[config.mk]
export PLATFORM = sky130hd
export DESIGN_NAME = atomic_rmw_unit
export DESIGN_NICKNAME = d
export VERILOG_FILES = /design/src/rtl/armw_pkg.sv /design/src/rtl/armw_store.sv /design/src/rtl/armw_alu.sv /design/src/rtl/armw_ctrl.sv /design/src/rtl/atomic_rmw_unit.sv
export SDC_FILE = /design/constraint.sdc
export NUM_CORES = 1
export LEC_CHECK = 0
export ABC_AREA = 0
export BUFFER_PORTS_ARGS = -buffer_cell sky130_fd_sc_hd__buf_2
export CORE_MARGIN = 2
export CORE_UTILIZATION = 27
export CTS_CLUSTER_SIZE = 24
export DETAILED_ROUTE_END_ITERATION = 10
export GPL_TIMING_DRIVEN = 0
export PLACE_DENSITY = 0.53
export SLEW_MARGIN = 20
export SYNTH_ARGS = -nofsm -noshare
export SYNTH_HDL_FRONTEND = slang
export SYNTH_SLANG_ARGS = --single-unit
[constraint.sdc]
create_clock -name clk -period 4.3 [get_ports clk]
set_clock_uncertainty 0.1 [all_clocks]
set_input_delay 0.645 -clock clk [delete_from_list [all_inputs] [get_ports clk]]
set_output_delay 0.645 -clock clk [all_outputs]
set_load 0.1 [all_outputs]
[src/rtl/armw_pkg.sv]
package armw_pkg;

  typedef enum logic [1:0] {
    OP_CAS  = 2'b00,
    OP_XCHG = 2'b01,
    OP_FADD = 2'b10,
    OP_DCAS = 2'b11
  } armw_op_e;

  typedef enum logic [1:0] {
    ST_IDLE  = 2'b00,
    ST_READ  = 2'b01,
    ST_WRITE = 2'b10,
    ST_RESP  = 2'b11
  } armw_state_e;

endpackage

[src/rtl/armw_store.sv]
module armw_store #(
  parameter int DATA_W = 32,
  parameter int DEPTH  = 8,
  parameter int ADDR_W = 3
) (
  input  logic              clk,
  input  logic              rst_n,
  input  logic [ADDR_W-1:0] rd_addr_a,
  input  logic [ADDR_W-1:0] rd_addr_b,
  output logic [DATA_W-1:0] rd_data_a,
  output logic [DATA_W-1:0] rd_data_b,
  input  logic              we_a,
  input  logic [ADDR_W-1:0] wa_a,
  input  logic [DATA_W-1:0] wd_a,
  input  logic              we_b,
  input  logic [ADDR_W-1:0] wa_b,
  input  logic [DATA_W-1:0] wd_b
);

  logic [DATA_W-1:0] words [DEPTH];

  // port a has priority; the controller never writes both ports to one word
  always_ff @(posedge clk) begin
    for (int i = 0; i < DEPTH; i++) begin
      if (!rst_n) begin
        words[i] <= '0;
      end else if (we_a && (wa_a == ADDR_W'(i))) begin
        words[i] <= wd_a;
      end else if (we_b && (wa_b == ADDR_W'(i))) begin
        words[i] <= wd_b;
      end
    end
  end

  assign rd_data_a = words[rd_addr_a];
  assign rd_data_b = words[rd_addr_b];

endmodule

[src/rtl/armw_alu.sv]
module armw_alu
  import armw_pkg::*;
#(
  parameter int DATA_W = 32,
  parameter bit TAG_EN = 1'b1,
  parameter int TAG_W  = 4
) (
  input  armw_op_e          op,
  input  logic              same_addr,
  input  logic [DATA_W-1:0] old_a,
  input  logic [DATA_W-1:0] old_b,
  input  logic [DATA_W-1:0] exp_a,
  input  logic [DATA_W-1:0] exp_b,
  input  logic [DATA_W-1:0] val_a,
  input  logic [DATA_W-1:0] val_b,
  output logic              match_a,
  output logic              match_b,
  output logic              commit_ok,
  output logic              need_wr_a,
  output logic              need_wr_b,
  output logic [DATA_W-1:0] wdata_a,
  output logic [DATA_W-1:0] wdata_b
);

  localparam int PAY_W = TAG_EN ? (DATA_W - TAG_W) : DATA_W;
  localparam logic [DATA_W-1:0] PAY_MASK = {DATA_W{1'b1}} >> (DATA_W - PAY_W);
  localparam logic [DATA_W-1:0] TAG_STEP =
    TAG_EN ? ({{(DATA_W-1){1'b0}}, 1'b1} << PAY_W) : '0;

  // tag field advanced by one (carry out of the word drops = wrap), payload replaced
  function automatic logic [DATA_W-1:0] restamp(input logic [DATA_W-1:0] prev,
                                                input logic [DATA_W-1:0] payload);
    logic [DATA_W-1:0] tag_next;
    tag_next = ((prev & ~PAY_MASK) + TAG_STEP) & ~PAY_MASK;
    return tag_next | (payload & PAY_MASK);
  endfunction

  // payload-only sum; the tag field never sees the carry
  function automatic logic [DATA_W-1:0] payload_sum(input logic [DATA_W-1:0] prev,
                                                    input logic [DATA_W-1:0] opnd);
    return (prev + opnd) & PAY_MASK;
  endfunction

  assign match_a = (old_a == exp_a);
  assign match_b = (old_b == exp_b);
  assign wdata_b = restamp(old_b, val_b);

  always_comb begin
    commit_ok = 1'b0;
    need_wr_a = 1'b0;
    need_wr_b = 1'b0;
    wdata_a   = restamp(old_a, val_a);
    case (op)
      OP_CAS: begin
        commit_ok = match_a;
        need_wr_a = match_a;
      end
      OP_XCHG: begin
        commit_ok = 1'b1;
        need_wr_a = 1'b1;
      end
      OP_FADD: begin
        commit_ok = 1'b1;
        need_wr_a = 1'b1;
        wdata_a   = restamp(old_a, payload_sum(old_a, val_a));
      end
      default: begin
        if (same_addr) begin
          commit_ok = match_a;
          need_wr_a = match_a;
        end else begin
          commit_ok = match_a && match_b;
          need_wr_a = match_a && match_b;
          need_wr_b = match_a && match_b;
        end
      end
    endcase
  end

endmodule

[src/rtl/armw_ctrl.sv]
module armw_ctrl
  import armw_pkg::*;
(
  input  logic clk,
  input  logic rst_n,
  input  logic req_valid,
  input  logic rsp_ready,
  output logic req_ready,
  output logic take_req,
  output logic read_phase,
  output logic write_phase,
  output logic rsp_valid,
  output logic rsp_done
);

  armw_state_e state_q, state_d;

  assign req_ready   = (state_q == ST_IDLE);
  assign read_phase  = (state_q == ST_READ);
  assign write_phase = (state_q == ST_WRITE);
  assign rsp_valid   = (state_q == ST_RESP);
  assign take_req    = req_valid && req_ready;
  assign rsp_done    = rsp_valid && rsp_ready;

  always_comb begin
    state_d = state_q;
    case (state_q)
      ST_IDLE:  if (take_req) state_d = ST_READ;
      ST_READ:  state_d = ST_WRITE;
      ST_WRITE: state_d = ST_RESP;
      default:  if (rsp_done) state_d = ST_IDLE;
    endcase
  end

  always_ff @(posedge clk) begin
    if (!rst_n) state_q <= ST_IDLE;
    else        state_q <= state_d;
  end

endmodule

[src/rtl/atomic_rmw_unit.sv]
module atomic_rmw_unit
  import armw_pkg::*;
#(
  parameter int DATA_W = 32,
  parameter int DEPTH  = 8,
  parameter bit TAG_EN = 1'b1,
  parameter int TAG_W  = 4,
  localparam int ADDR_W = $clog2(DEPTH)
) (
  input  logic              clk,
  input  logic              rst_n,
  input  logic              req_valid,
  output logic              req_ready,
  input  logic [1:0]        req_op,
  input  logic [ADDR_W-1:0] req_addr_a,
  input  logic [ADDR_W-1:0] req_addr_b,
  input  logic [DATA_W-1:0] req_exp_a,
  input  logic [DATA_W-1:0] req_exp_b,
  input  logic [DATA_W-1:0] req_val_a,
  input  logic [DATA_W-1:0] req_val_b,
  output logic              rsp_valid,
  input  logic              rsp_ready,
  output logic [DATA_W-1:0] rsp_old_a,
  output logic [DATA_W-1:0] rsp_old_b,
  output logic              rsp_ok
);

  logic take_req, read_phase, write_phase, rsp_done;
  logic match_a, match_b, commit_ok, need_wr_a, need_wr_b;
  logic we_a, we_b, same_addr;

  armw_op_e          op_q;
  logic [ADDR_W-1:0] addr_a_q, addr_b_q;
  logic [DATA_W-1:0] exp_a_q, exp_b_q, val_a_q, val_b_q;
  logic [DATA_W-1:0] old_a_q, old_b_q;
  logic [DATA_W-1:0] rd_a, rd_b, wdata_a, wdata_b;
  logic [DATA_W-1:0] rsp_old_a_q, rsp_old_b_q;
  logic              rsp_ok_q;

  armw_ctrl u_ctrl (
    .clk        (clk),
    .rst_n      (rst_n),
    .req_valid  (req_valid),
    .rsp_ready  (rsp_ready),
    .req_ready  (req_ready),
    .take_req   (take_req),
    .read_phase (read_phase),
    .write_phase(write_phase),
    .rsp_valid  (rsp_valid),
    .rsp_done   (rsp_done)
  );

  // request fields frozen for the whole operation
  always_ff @(posedge clk) begin
    if (!rst_n) begin
      op_q     <= OP_CAS;
      addr_a_q <= '0;
      addr_b_q <= '0;
      exp_a_q  <= '0;
      exp_b_q  <= '0;
      val_a_q  <= '0;
      val_b_q  <= '0;
    end else if (take_req) begin
      op_q     <= armw_op_e'(req_op);
      addr_a_q <= req_addr_a;
      addr_b_q <= req_addr_b;
      exp_a_q  <= req_exp_a;
      exp_b_q  <= req_exp_b;
      val_a_q  <= req_val_a;
      val_b_q  <= req_val_b;
    end
  end

  assign same_addr = (addr_a_q == addr_b_q);

  armw_store #(
    .DATA_W(DATA_W),
    .DEPTH (DEPTH),
    .ADDR_W(ADDR_W)
  ) u_store (
    .clk      (clk),
    .rst_n    (rst_n),
    .rd_addr_a(addr_a_q),
    .rd_addr_b(addr_b_q),
    .rd_data_a(rd_a),
    .rd_data_b(rd_b),
    .we_a     (we_a),
    .wa_a     (addr_a_q),
    .wd_a     (wdata_a),
    .we_b     (we_b),
    .wa_b     (addr_b_q),
    .wd_b     (wdata_b)
  );

  // read cycle: snapshot both words
  always_ff @(posedge clk) begin
    if (!rst_n) begin
      old_a_q <= '0;
      old_b_q <= '0;
    end else if (read_phase) begin
      old_a_q <= rd_a;
      old_b_q <= rd_b;
    end
  end

  armw_alu #(
    .DATA_W(DATA_W),
    .TAG_EN(TAG_EN),
    .TAG_W (TAG_W)
  ) u_alu (
    .op       (op_q),
    .same_addr(same_addr),
    .old_a    (old_a_q),
    .old_b    (old_b_q),
    .exp_a    (exp_a_q),
    .exp_b    (exp_b_q),
    .val_a    (val_a_q),
    .val_b    (val_b_q),
    .match_a  (match_a),
    .match_b  (match_b),
    .commit_ok(commit_ok),
    .need_wr_a(need_wr_a),
    .need_wr_b(need_wr_b),
    .wdata_a  (wdata_a),
    .wdata_b  (wdata_b)
  );

  // write cycle: conditional commit
  assign we_a = write_phase && need_wr_a;
  assign we_b = write_phase && need_wr_b;

  always_ff @(posedge clk) begin
    if (!rst_n) begin
      rsp_old_a_q <= '0;
      rsp_old_b_q <= '0;
      rsp_ok_q    <= 1'b0;
    end else if (write_phase) begin
      rsp_old_a_q <= old_a_q;
      rsp_old_b_q <= (op_q == OP_DCAS) ? old_b_q : '0;
      rsp_ok_q    <= commit_ok;
    end
  end

  assign rsp_old_a = rsp_old_a_q;
  assign rsp_old_b = rsp_old_b_q;
  assign rsp_ok    = rsp_ok_q;

endmodule

==> flow_metrics.py, run 1 <==
metrics = {
    "yosys": {
        "ys.flop_type": "dfxtp_1",
        "synth_top_area_share_pct": 29.50,
        "synth_area_mm2": 0.02606,
        "postSynthCellCount": 2482,
        "yosysSeqAreaShare_pct": 49.39,
        "yosysMostFrequentCell": "nand2_1",
        "synth_area_leaders": "edfxtp_1, dfxtp_1, mux4_2, nand2_1, mux2i_1",
        "yosys_warnings": 0,
        "ys_ff_latch": 515,
        "ys_async_sr_fraction_pct": 0,
        "synth_nets": 2660,
        "synth-edff-count": 256,
        "syn_area_per_cell_um2": 10.50,
        "synth_top_area_cell": "edfxtp_1",
        "yosys-top-cells-count": "nand2_1, dfxtp_1, edfxtp_1, a21oi_1, o21ai_1",
        "synth_cell_types": 69,
    },
    "clocking": {
        "clk_latency_ns": 0.65,
        "cts_resized": 0,
        "clockBufferDepth": 3,
        "cts_num_sinks": 515,
        "cts-buffers-inserted": 55,
        "tritoncts": "yes",
        "htree_levels": 2,
        "cts_setup_buffers": 0,
        "root_buffer": "clkbuf_16",
        "cts_hold_buf": 0,
        "path_clk_slew_ns": 0.06,
    },
    "floorplanning": {
        "die_area_mm2": 0.09903,
        "num_io_pins": 207,
        "initial_core_util_pct": 27.35,
        "die_w_um": 314.7,
        "num_rows": 113,
        "die_h_um": 314.7,
        "coreArea_mm2": 0.09529,
    },
    "setup_path": {
        "crit_required_ns": 4.55,
        "crit_path_start_kind": "flop",
        "cp-startpoint": "old_a_q[29]$_SDFFE_PN0P_",
        "criticalPathCategory": "flop to flop",
        "worstPathArrival_ns": 4.43,
        "cp-end-kind": "flop",
        "r2r-start": "old_a_q[29]$_SDFFE_PN0P_",
        "cp_max_fo": 13,
    },
    "timing": {
        "final_max_slew_viol_count": 0,
        "hold_viol": 0,
        "max_freq_ghz": 0.2392,
        "worstMarginPinSlew_ns": 1.256,
        "setup_viol": 0,
        "fin_crit_sh_pct": 97.22,
        "rsz0062_at_grt": "false",
        "slew_headroom_pct": 13.89,
        "fin_crit_ns": 4.180,
    },
    "finish": {
        "fin_area_mm2": 0.03123,
        "drive_above_1_share_pct": 19.06,
        "area_delta_synth_final_pct": 19.84,
        "fin_util_pct": 32.78,
        "fin_nets": 2932,
    },
    "route": {
        "drt_iter0_drc": 2203,
        "wl_met1_um": 42230,
        "vias": 21110,
        "dr.max_layer_used": "met5",
        "wl_per_cell_um": 25.11,
        "totalWireLength_um": 102200,
        "dr.pass1.iters": 5,
        "drc": 0,
        "viasPerCell": 5.187,
        "dr_wl_met2_um": 47300,
        "wl_met3_um": 8454,
        "ant_nets": 0,
    },
    "power_and_ir_drop": {
        "p_leak_nw": 10.89,
        "vdd_ir_drop_max_uv": 340.6,
        "powerDensity_mw_per_mm2": 546.5,
    },
    "grt": {
        "grt_overflow": 0,
        "grt_max_degree": 16,
        "grt_pass1_vias": 20780,
        "antenna_found_initial": 9,
        "gr-usage-all-layers_pct": 20.31,
        "grt_pass1_wl_um": 145500,
    },
    "placed_design": {
        "place.gp.congestion": 0.9167,
        "dpl_cell_area_mm2": 0.02921,
        "io_buffers": 198,
        "place_hpwl_um": 77170,
    },
    "flow_run": {
        "maxCapViolations": 0,
    },
    "outcome": {
        "status": "finished clean",
    },
    "min_path": {
        "min-delay-start": "req_exp_b[18]",
        "hold_class": "primary input to flop",
    },
}
## stage by stage
stage | power, mW | hold slack [ns] | TNS (ns) | instances | setup WS [ns]
2_1_floorplan | 9.704 | 0.3481 | 0 | 2482 | 0.5287
3_3_place_gp | 11.74 | 0.3487 | -592.82 | 3945 | -2.516
3_5_place_dp | 11.83 | 0.3518 | 0 | 3962 | 0.1930
4_1_cts | 17.06 | 0.1155 | 0 | 4066 | 0.1505
5_1_grt | 17.72 | 0.1355 | 0 | 4066 | 0.1098
6_report | 17.07 | 0.1416 | 0 | 4069 | 0.1197
## cell families (layout without fill, tap and decap cells)
| family | count (synthesis) | after routing | synth area share [%] |
|---|---|---|---|
| xor gates and xnor gates | 89 | 89 | 3.020 |
| AOI/OAI and AO/OA | 589 | 589 | 13.61 |
| muxes | 244 | 244 | 15.61 |
| buffers and inverters | 239 | 558 | 4.230 |
| other | 0 | 3 | 0 |
| adders and majority gates | 38 | 38 | 1.853 |
| and+or+nand+nor | 768 | 768 | 12.29 |
| DFF | 515 | 515 | 49.39 |
## worst max-delay path: stages, from the launching register on
cell and delay (ns):
dfxtp_1 0.41, xnor2_1 0.38, nand4_1 0.20, nor4_1 0.56, and2_4 0.33, nand4_1 0.55
o221ai_4 0.91, buf_16 0.24, buf_8 0.17
## routing by layer
| metal | track usage [%] | vias up |
|---|---|---|
| li1 | - | 9597 |
| met1 | 26.70 | 10370 |
| met2 | 33.02 | 930 |
| met3 | 4.105 | 193 |
| met4 | 7.424 | 14 |
| met5 | 0 | - |
## worst paths after layout
check        slack, ns                       endpoint  depth (start not counted)
min               0.14       exp_b_q[18]$_SDFFE_PN0P_                          3
max               0.12  u_store.words[7][5]$_DFFE_PP_                          8
max reg2reg       0.12  u_store.words[7][5]$_DFFE_PP_                          8
min reg2reg       0.36     rsp_old_b[14]$_SDFFE_PN0P_                          2
## report_power, final
part	switching [mW]	internal (mW)
clock	2.16	3.11
combinational	3.66	1.77
sequential	0.651	5.72
## cells in the final DEF (no fill, tap or decap), types with 5 or more instances in the layout
cell	n
buf_16	14
buf_1	33
xor2_1	38
o221ai_4	8
buf_6	20
ha_1	37
dfxtp_1	259
nand4_1	16
mux2i_1	112
clkbuf_1	128
clkbuf_16	58
a211oi_1	70
clkbuf_8	11
mux4_2	128
buf_2	240
bufinv_16	7
edfxtp_1	256
o21ai_1	145
nand2_1	513
o21ai_0	65
a22o_1	40
nor3_1	8
a21oi_1	189
a21o_1	8
clkbuf_2	5
nand3_1	47
clkinv_2	5
or2_1	9
nand2b_1	7
xnor2_1	49
nor4_1	10
and3_1	8
inv_1	22
o22ai_1	25
nor2_1	128
## final cells by class
cell class / count / area [um2]
fill: 9806 / 64060
buffer: 217 / 1027
multi-input combinational: 1728 / 12240
clock inverter: 22 / 349.1
timing repair buffer: 215 / 1421
tap: 1265 / 1583
inverter: 22 / 82.58
sequential: 515 / 12870
clock buffer: 82 / 1655
antenna: 3 / 7.507
## flip-flops by register name, summed over array words and instances, names as in the netlist
register and cells:
val_b_q 28, rsp_ok 1, u_store.words 256, exp_a_q 32, exp_b_q 32, u_ctrl.state_q 2, addr_a_q 3, op_q 2
rsp_old_a 32, addr_b_q 3, old_b_q 32, rsp_old_b 32, old_a_q 32, val_a_q 28
Power figures use the tool's default switching activity.
==> run 2, diff against run 1 <==
Settings changed: CORE_ASPECT_RATIO from default to 0.5, REMOVE_ABC_BUFFERS from default to 1, SETUP_SLACK_MARGIN from default to 0.05.
==> run 2 against run 1 <==
  * Sequential power increased by 4.1%
  * Global-route usage shrank 2.7 points
  * Routed wire length is 12% lower
  * Sequential share of layout area up 0.34 points
  * First-iteration DRC count decreased by 0.91%
  * Clock-buffer cell count is 8 lower
  * Core utilization is 0.28 points lower
  * Register-to-register slack lost 0.02 ns
  * Largest cell class unchanged
==> flow_metrics.py, run 2 (synthesis results as in run 1) <==
metrics = {
    "timing": {
        "worstMarginPinSlew_ns": 0.9129,
        "setup_viol": 0,
        "slew_headroom_pct": 37.40,
        "max_freq_ghz": 0.2383,
        "rsz0062_at_grt": "false",
        "fin_crit_sh_pct": 97.59,
        "setup_slack_ns": 0.1036,
        "hold_viol": 0,
        "final_max_slew_viol_count": 0,
        "fin_crit_ns": 4.196,
        "fin_setup_tns_ns": 0,
    },
    "setup_path": {
        "cp_max_fo": 14,
        "cp-end-kind": "flop",
        "max_stage_delay_ns": 0.74,
        "r2r-start": "old_a_q[19]$_SDFFE_PN0P_",
        "crit_path_start_kind": "flop",
        "reg2reg_to": "u_store.words[4][10]$_SDFFCE_PN0P_",
        "criticalPathCategory": "flop to flop",
        "cp_num_buf_inv": 3,
        "crit_family": "simple AND/OR/NAND/NOR gates",
        "rrSetupSlack_ns": 0.10,
        "crit_required_ns": 4.52,
        "crit_slowest_cell": "o221ai_4",
        "worstPathArrival_ns": 4.41,
        "cp_cell_sequence": "xnor2_2, nand4_1, nor4_2, buf_4, and2_4, nand4_1, o221ai_4, buf_16, buf_16",
        "ff2ff_path_depth": 9,
    },
    "route": {
        "wl_per_cell_um": 23.09,
        "drt_iter0_drc": 2183,
        "drc": 0,
        "vias": 20350,
        "viasPerCell": 5.218,
        "ant_nets": 0,
        "dr.pass1.iters": 6,
        "totalWireLength_um": 90030,
    },
    "floorplanning": {
        "die_h_um": 223.7,
        "die_area_mm2": 0.09918,
        "num_rows": 80,
        "initial_core_util_pct": 27.29,
        "num_io_pins": 207,
        "coreArea_mm2": 0.09549,
        "die_w_um": 443.4,
    },
    "min_path": {
        "hold_depth": 3,
        "min_to": "val_a_q[2]$_SDFFE_PN0P_",
        "min-delay-start": "req_val_a[2]",
        "hold_class": "primary input to flop",
    },
    "grt": {
        "grt_pass1_wl_um": 130500,
        "gr-usage-all-layers_pct": 17.59,
        "grt_pass1_vias": 19690,
        "grt_max_degree": 126,
        "antenna_found_initial": 6,
        "grt_overflow": 0,
    },
    "power_and_ir_drop": {
        "total_power_mw": 16.30,
        "p_leak_nw": 10.75,
        "vdd_ir_drop_max_uv": 284.7,
        "powerDensity_mw_per_mm2": 525.4,
    },
    "finish": {
        "multi_input_area_mm2": 0.01232,
        "fin_util_pct": 32.50,
        "mostFrequentLayoutCell": "nand2_1",
        "fin_area_mm2": 0.03103,
        "largest_reg_flops": 256,
        "drive_above_1_share_pct": 20.08,
        "most-common-layout-cells": "nand2_1, edfxtp_1, dfxtp_1",
        "area_delta_synth_final_pct": 19.07,
        "num_antenna_cells": 0,
        "fillers": 9661,
        "fin_nets": 2761,
        "seqCellArea_mm2": 0.01289,
        "largest-register": "u_store.words",
    },
    "clocking": {
        "clockBufferDepth": 3,
        "tritoncts": "yes",
        "cts_num_sinks": 515,
        "root_buffer": "clkbuf_16",
        "path_clk_slew_ns": 0.06,
        "cts-buffers-inserted": 55,
        "clk_latency_ns": 0.62,
        "htree_levels": 2,
    },
    "placed_design": {
        "place.gp.congestion": 0.8380,
        "dpl_cell_area_mm2": 0.02925,
        "pre_cts_ws_ns": -0.2851,
        "place_hpwl_um": 63040,
        "io_buffers": 198,
    },
    "flow_run": {
        "maxCapViolations": 0,
    },
    "outcome": {
        "status": "finished clean",
    },
}
## run 2: power breakdown
part           switching (mW)  total (mW)  internal (mW)  leakage (nW)
Clock                    2.04        4.76           2.71         0.872
Sequential              0.907        6.63           5.72          4.76
Combinational            3.07        4.92           1.85          5.12
## run 2: stage by stage
stage	hold WS (ns)	cells
finish	0.1620	3900
global route	0.1595	3900
CTS	0.1372	3900
detailed placement	0.3526	3796
global placement	0.3503	3734
floorplan	0.3481	2265
## run 2: final cells by class
cell class	instances	area share, %
Sequential cell	515	41.55
Multi-Input combinational cell	1728	39.68
Timing Repair Buffer	261	7.656
Tap cell	1271	5.124
Clock buffer	74	4.903
Clock inverter	29	0.7902
Inverter	22	0.2903
## run 2: what timing repair did
action | CTS | global route
gates resized for setup | 1 | 0
buffers inserted | 1 | 0
setup endpoints to repair | 210 | 0
hold buffers | 0 | 0
## run 2: routing by layer
layer | vias to the layer above | global-route usage, % | wire (um) | share of wire [%]
met2 | 800 | 29.28 | 42770 | 47
li1 | 9250 | - | - | -
met3 | 164 | 3.030 | 6629 | 7.4
met1 | 10130 | 23.04 | 37610 | 42
met4 | 4 | 6.242 | 2998 | 3.3
met5 | - | 0 | 27 | 0.030
## run 2: how the worst max path moves through the flow
stage / slack (ns) / endpoint / startpoint / cells past startpoint
2_1_floorplan: -2.88 / u_store.words[0][14]$_DFFE_PP_ / rst_n / 3
3_3_place_gp: -12.15 / u_store.words[0][21]$_DFFE_PP_ / rst_n / 4
3_5_place_dp: -0.29 / u_store.words[1][12]$_DFFE_PP_ / old_a_q[19]$_SDFFE_PN0P_ / 10
4_1_cts: 0.07 / u_store.words[4][11]$_SDFFCE_PN0P_ / old_a_q[19]$_SDFFE_PN0P_ / 9
5_1_grt: 0.1 / u_store.words[4][7]$_SDFFCE_PN0P_ / old_a_q[19]$_SDFFE_PN0P_ / 9
6_report: 0.10 / u_store.words[4][10]$_SDFFCE_PN0P_ / old_a_q[19]$_SDFFE_PN0P_ / 9
## run 2: worst register-to-register path, stage by stage, from the launching register on
cell and delay [ns]:
dfxtp_1 0.46, xnor2_2 0.42, nand4_1 0.49, nor4_2 0.39
buf_4 0.22, and2_4 0.21, nand4_1 0.45, o221ai_4 0.74
buf_16 0.24, buf_16 0.19
==> run 3, diff against run 2 <==
Settings changed: CORE_UTILIZATION 27 to 35, PLACE_DENSITY 0.53 to 0.62.
==> run 3 against run 2 <==
  * Fmax up 1.7%
  * Cell area decreased by 1.6%
  * Non-clock buffer count grew 6
  * Sequential power is essentially flat
  * Routed wire length decreased by 3.4%
  * Clock power shrank 6.5%
  * Combinational power decreased by 1%
  * Final cell count down 7.7%
  * Core utilization increased by 9.1 points
  * Via count rose by 1.1%
  * Setup slack gained 0.071 ns
  * Largest power group unchanged
==> flow_metrics.py, run 3 (synthesis results as in run 1) <==
metrics = {
    "finish": {
        "fin_nets": 2764,
        "largest-register": "u_store.words",
        "largest_reg_flops": 256,
        "drive_above_1_share_pct": 20.17,
        "fin_area_mm2": 0.03052,
        "fillers": 6923,
        "area_delta_synth_final_pct": 17.12,
        "most-common-layout-cells": "nand2_1, edfxtp_1, dfxtp_1",
        "mostFrequentLayoutCell": "nand2_1",
        "final_cells": 3601,
    },
    "placed_design": {
        "place_hpwl_um": 59730,
        "io_buffers": 198,
        "place.gp.congestion": 0.8585,
        "place_inst": 3495,
        "dpl_cell_area_mm2": 0.02881,
    },
    "route": {
        "wl_met1_um": 32860,
        "viasPerCell": 5.711,
        "wl_met3_um": 9650,
        "dr_wl_met2_um": 40660,
        "vias": 20570,
        "dr.max_layer_used": "met5",
        "drc": 0,
        "totalWireLength_um": 87000,
        "dr.pass1.iters": 7,
        "drt_iter0_drc": 2332,
        "wl_per_cell_um": 24.16,
        "ant_nets": 0,
    },
    "grt": {
        "antenna_found_initial": 6,
        "grt_overflow": 0,
        "grt_pass1_vias": 20040,
        "grt_pass1_wl_um": 127000,
        "gr-usage-all-layers_pct": 22.12,
        "grt_max_degree": 118,
    },
    "clocking": {
        "tritoncts": "yes",
        "cts-buffers-inserted": 52,
        "path_clk_slew_ns": 0.07,
        "clk_latency_ns": 0.61,
        "clockBufferDepth": 3,
        "root_buffer": "clkbuf_16",
        "cts_num_sinks": 515,
        "htree_levels": 2,
    },
    "timing": {
        "hold_viol": 0,
        "setup_viol": 0,
        "worstMarginPinSlew_ns": 0.9338,
        "slew_headroom_pct": 35.97,
        "fin_crit_sh_pct": 95.93,
        "rsz0062_at_grt": "false",
        "max_freq_ghz": 0.2424,
        "final_max_slew_viol_count": 0,
        "fin_crit_ns": 4.125,
        "fin_setup_tns_ns": 0,
    },
    "setup_path": {
        "crit_path_start_kind": "flop",
        "worstPathArrival_ns": 4.33,
        "cp_max_fo": 13,
        "crit_required_ns": 4.50,
        "criticalPathCategory": "flop to flop",
        "cp-end-kind": "flop",
    },
    "floorplanning": {
        "initial_core_util_pct": 35.51,
        "num_io_pins": 207,
        "num_rows": 70,
        "die_h_um": 197.0,
        "coreArea_mm2": 0.07340,
        "die_w_um": 389.9,
        "die_area_mm2": 0.07679,
    },
    "power_and_ir_drop": {
        "powerDensity_mw_per_mm2": 522.7,
        "p_comb_share_pct": 30.4,
        "swShare_pct": 36.85,
        "p_switching_mw": 5.879,
        "p_int_mw": 10.08,
        "p_leak_nw": 10.70,
        "seqPwrFrac_pct": 41.7,
        "clkPwrFrac_pct": 27.9,
        "vdd_ir_drop_max_uv": 314.1,
    },
    "min_path": {
        "hold_class": "primary input to flop",
    },
    "flow_run": {
        "maxCapViolations": 0,
    },
    "outcome": {
        "status": "finished clean",
    },
}
==> run 3: cell types whose count changed in the layout (fill, tap and decap cells not counted), sizes merged <==
cell and change:
clkinvlp +1, clkinv -3, inv -3, clkbuf +1, buf +6, diode +1
bufinv -3
==> run 3: worst paths after layout <==
kind / to / cells after the start / from / slack (ns)
max reg2reg: u_store.words[3][3]$_DFFE_PP_ / 10 / old_a_q[28]$_SDFFE_PN0P_ / 0.17
min reg2reg: rsp_old_b[7]$_SDFFE_PN0P_ / 2 / rsp_old_b[7]$_SDFFE_PN0P_ / 0.36
min: exp_a_q[18]$_SDFFE_PN0P_ / 3 / req_exp_a[18] / 0.17
max: u_store.words[3][3]$_DFFE_PP_ / 10 / old_a_q[28]$_SDFFE_PN0P_ / 0.17
==> run 3: area by class of cell <==
type                    count  area, um2  area share (%)
well taps                 972       1216           3.984
clock buffers              75       1513           4.956
repair buffers            267       2372           7.772
multi-input cells        1728      12310           40.32
diodes                      1      2.502        0.008198
clock inverters            21      127.6          0.4181
flip-flops and latches    515      12890           42.24
inverters                  22      90.09          0.2951
==> run 3: per-stage QoR <==
stage / setup slack [ns] / power [mW] / hold WS [ns] / util, %
finish: 0.1749 / 15.95 / 0.1750 / 41.59
global route: 0.05012 / 16.60 / 0.1660 / 41.59
CTS: 0.08388 / 15.95 / 0.1520 / 41.50
detailed placement: 0.09315 / 11.54 / 0.3509 / 39.26
global placement: -11.52 / 11.44 / 0.3483 / 37.13
floorplan: -2.882 / 9.693 / 0.3481 / -
==> run 3: what timing repair did <==
item	4_1_cts	5_1_grt
hold buffers	0	0
pin swaps	1	4
setup buffers	1	8
resized for setup	0	0
endpoints found under the setup margin	12	64
==> run 3: worst max-delay path, cell delays in order (launching register included) <==
cell and delay [ns]:
dfxtp_1 0.70, xnor2_1 0.19, nand4_1 0.36, nor4_2 0.38, buf_2 0.25, and2_4 0.21
a31o_4 0.26, nand2b_1 0.32, o221ai_4 0.60, buf_16 0.24, buf_16 0.18
==> run 3: layer usage <==
metal  global-route usage (%)  vias to the layer above
met5                        0                        -
met4                    9.595                        6
met3                    5.920                      220
met2                    36.06                     1019
met1                    27.75                    10080
li1                         -                     9242
==> run 3: power by group through the flow <==
stage               sequential, mW  clock, mW  combinational [mW]
finish                        6.65       4.45                4.85
detailed placement            6.73          0                4.80
floorplan                     6.64          0                3.05
CTS                           6.63       4.48                4.83
global route                  6.70       4.67                5.22
global placement              6.95          0                4.48
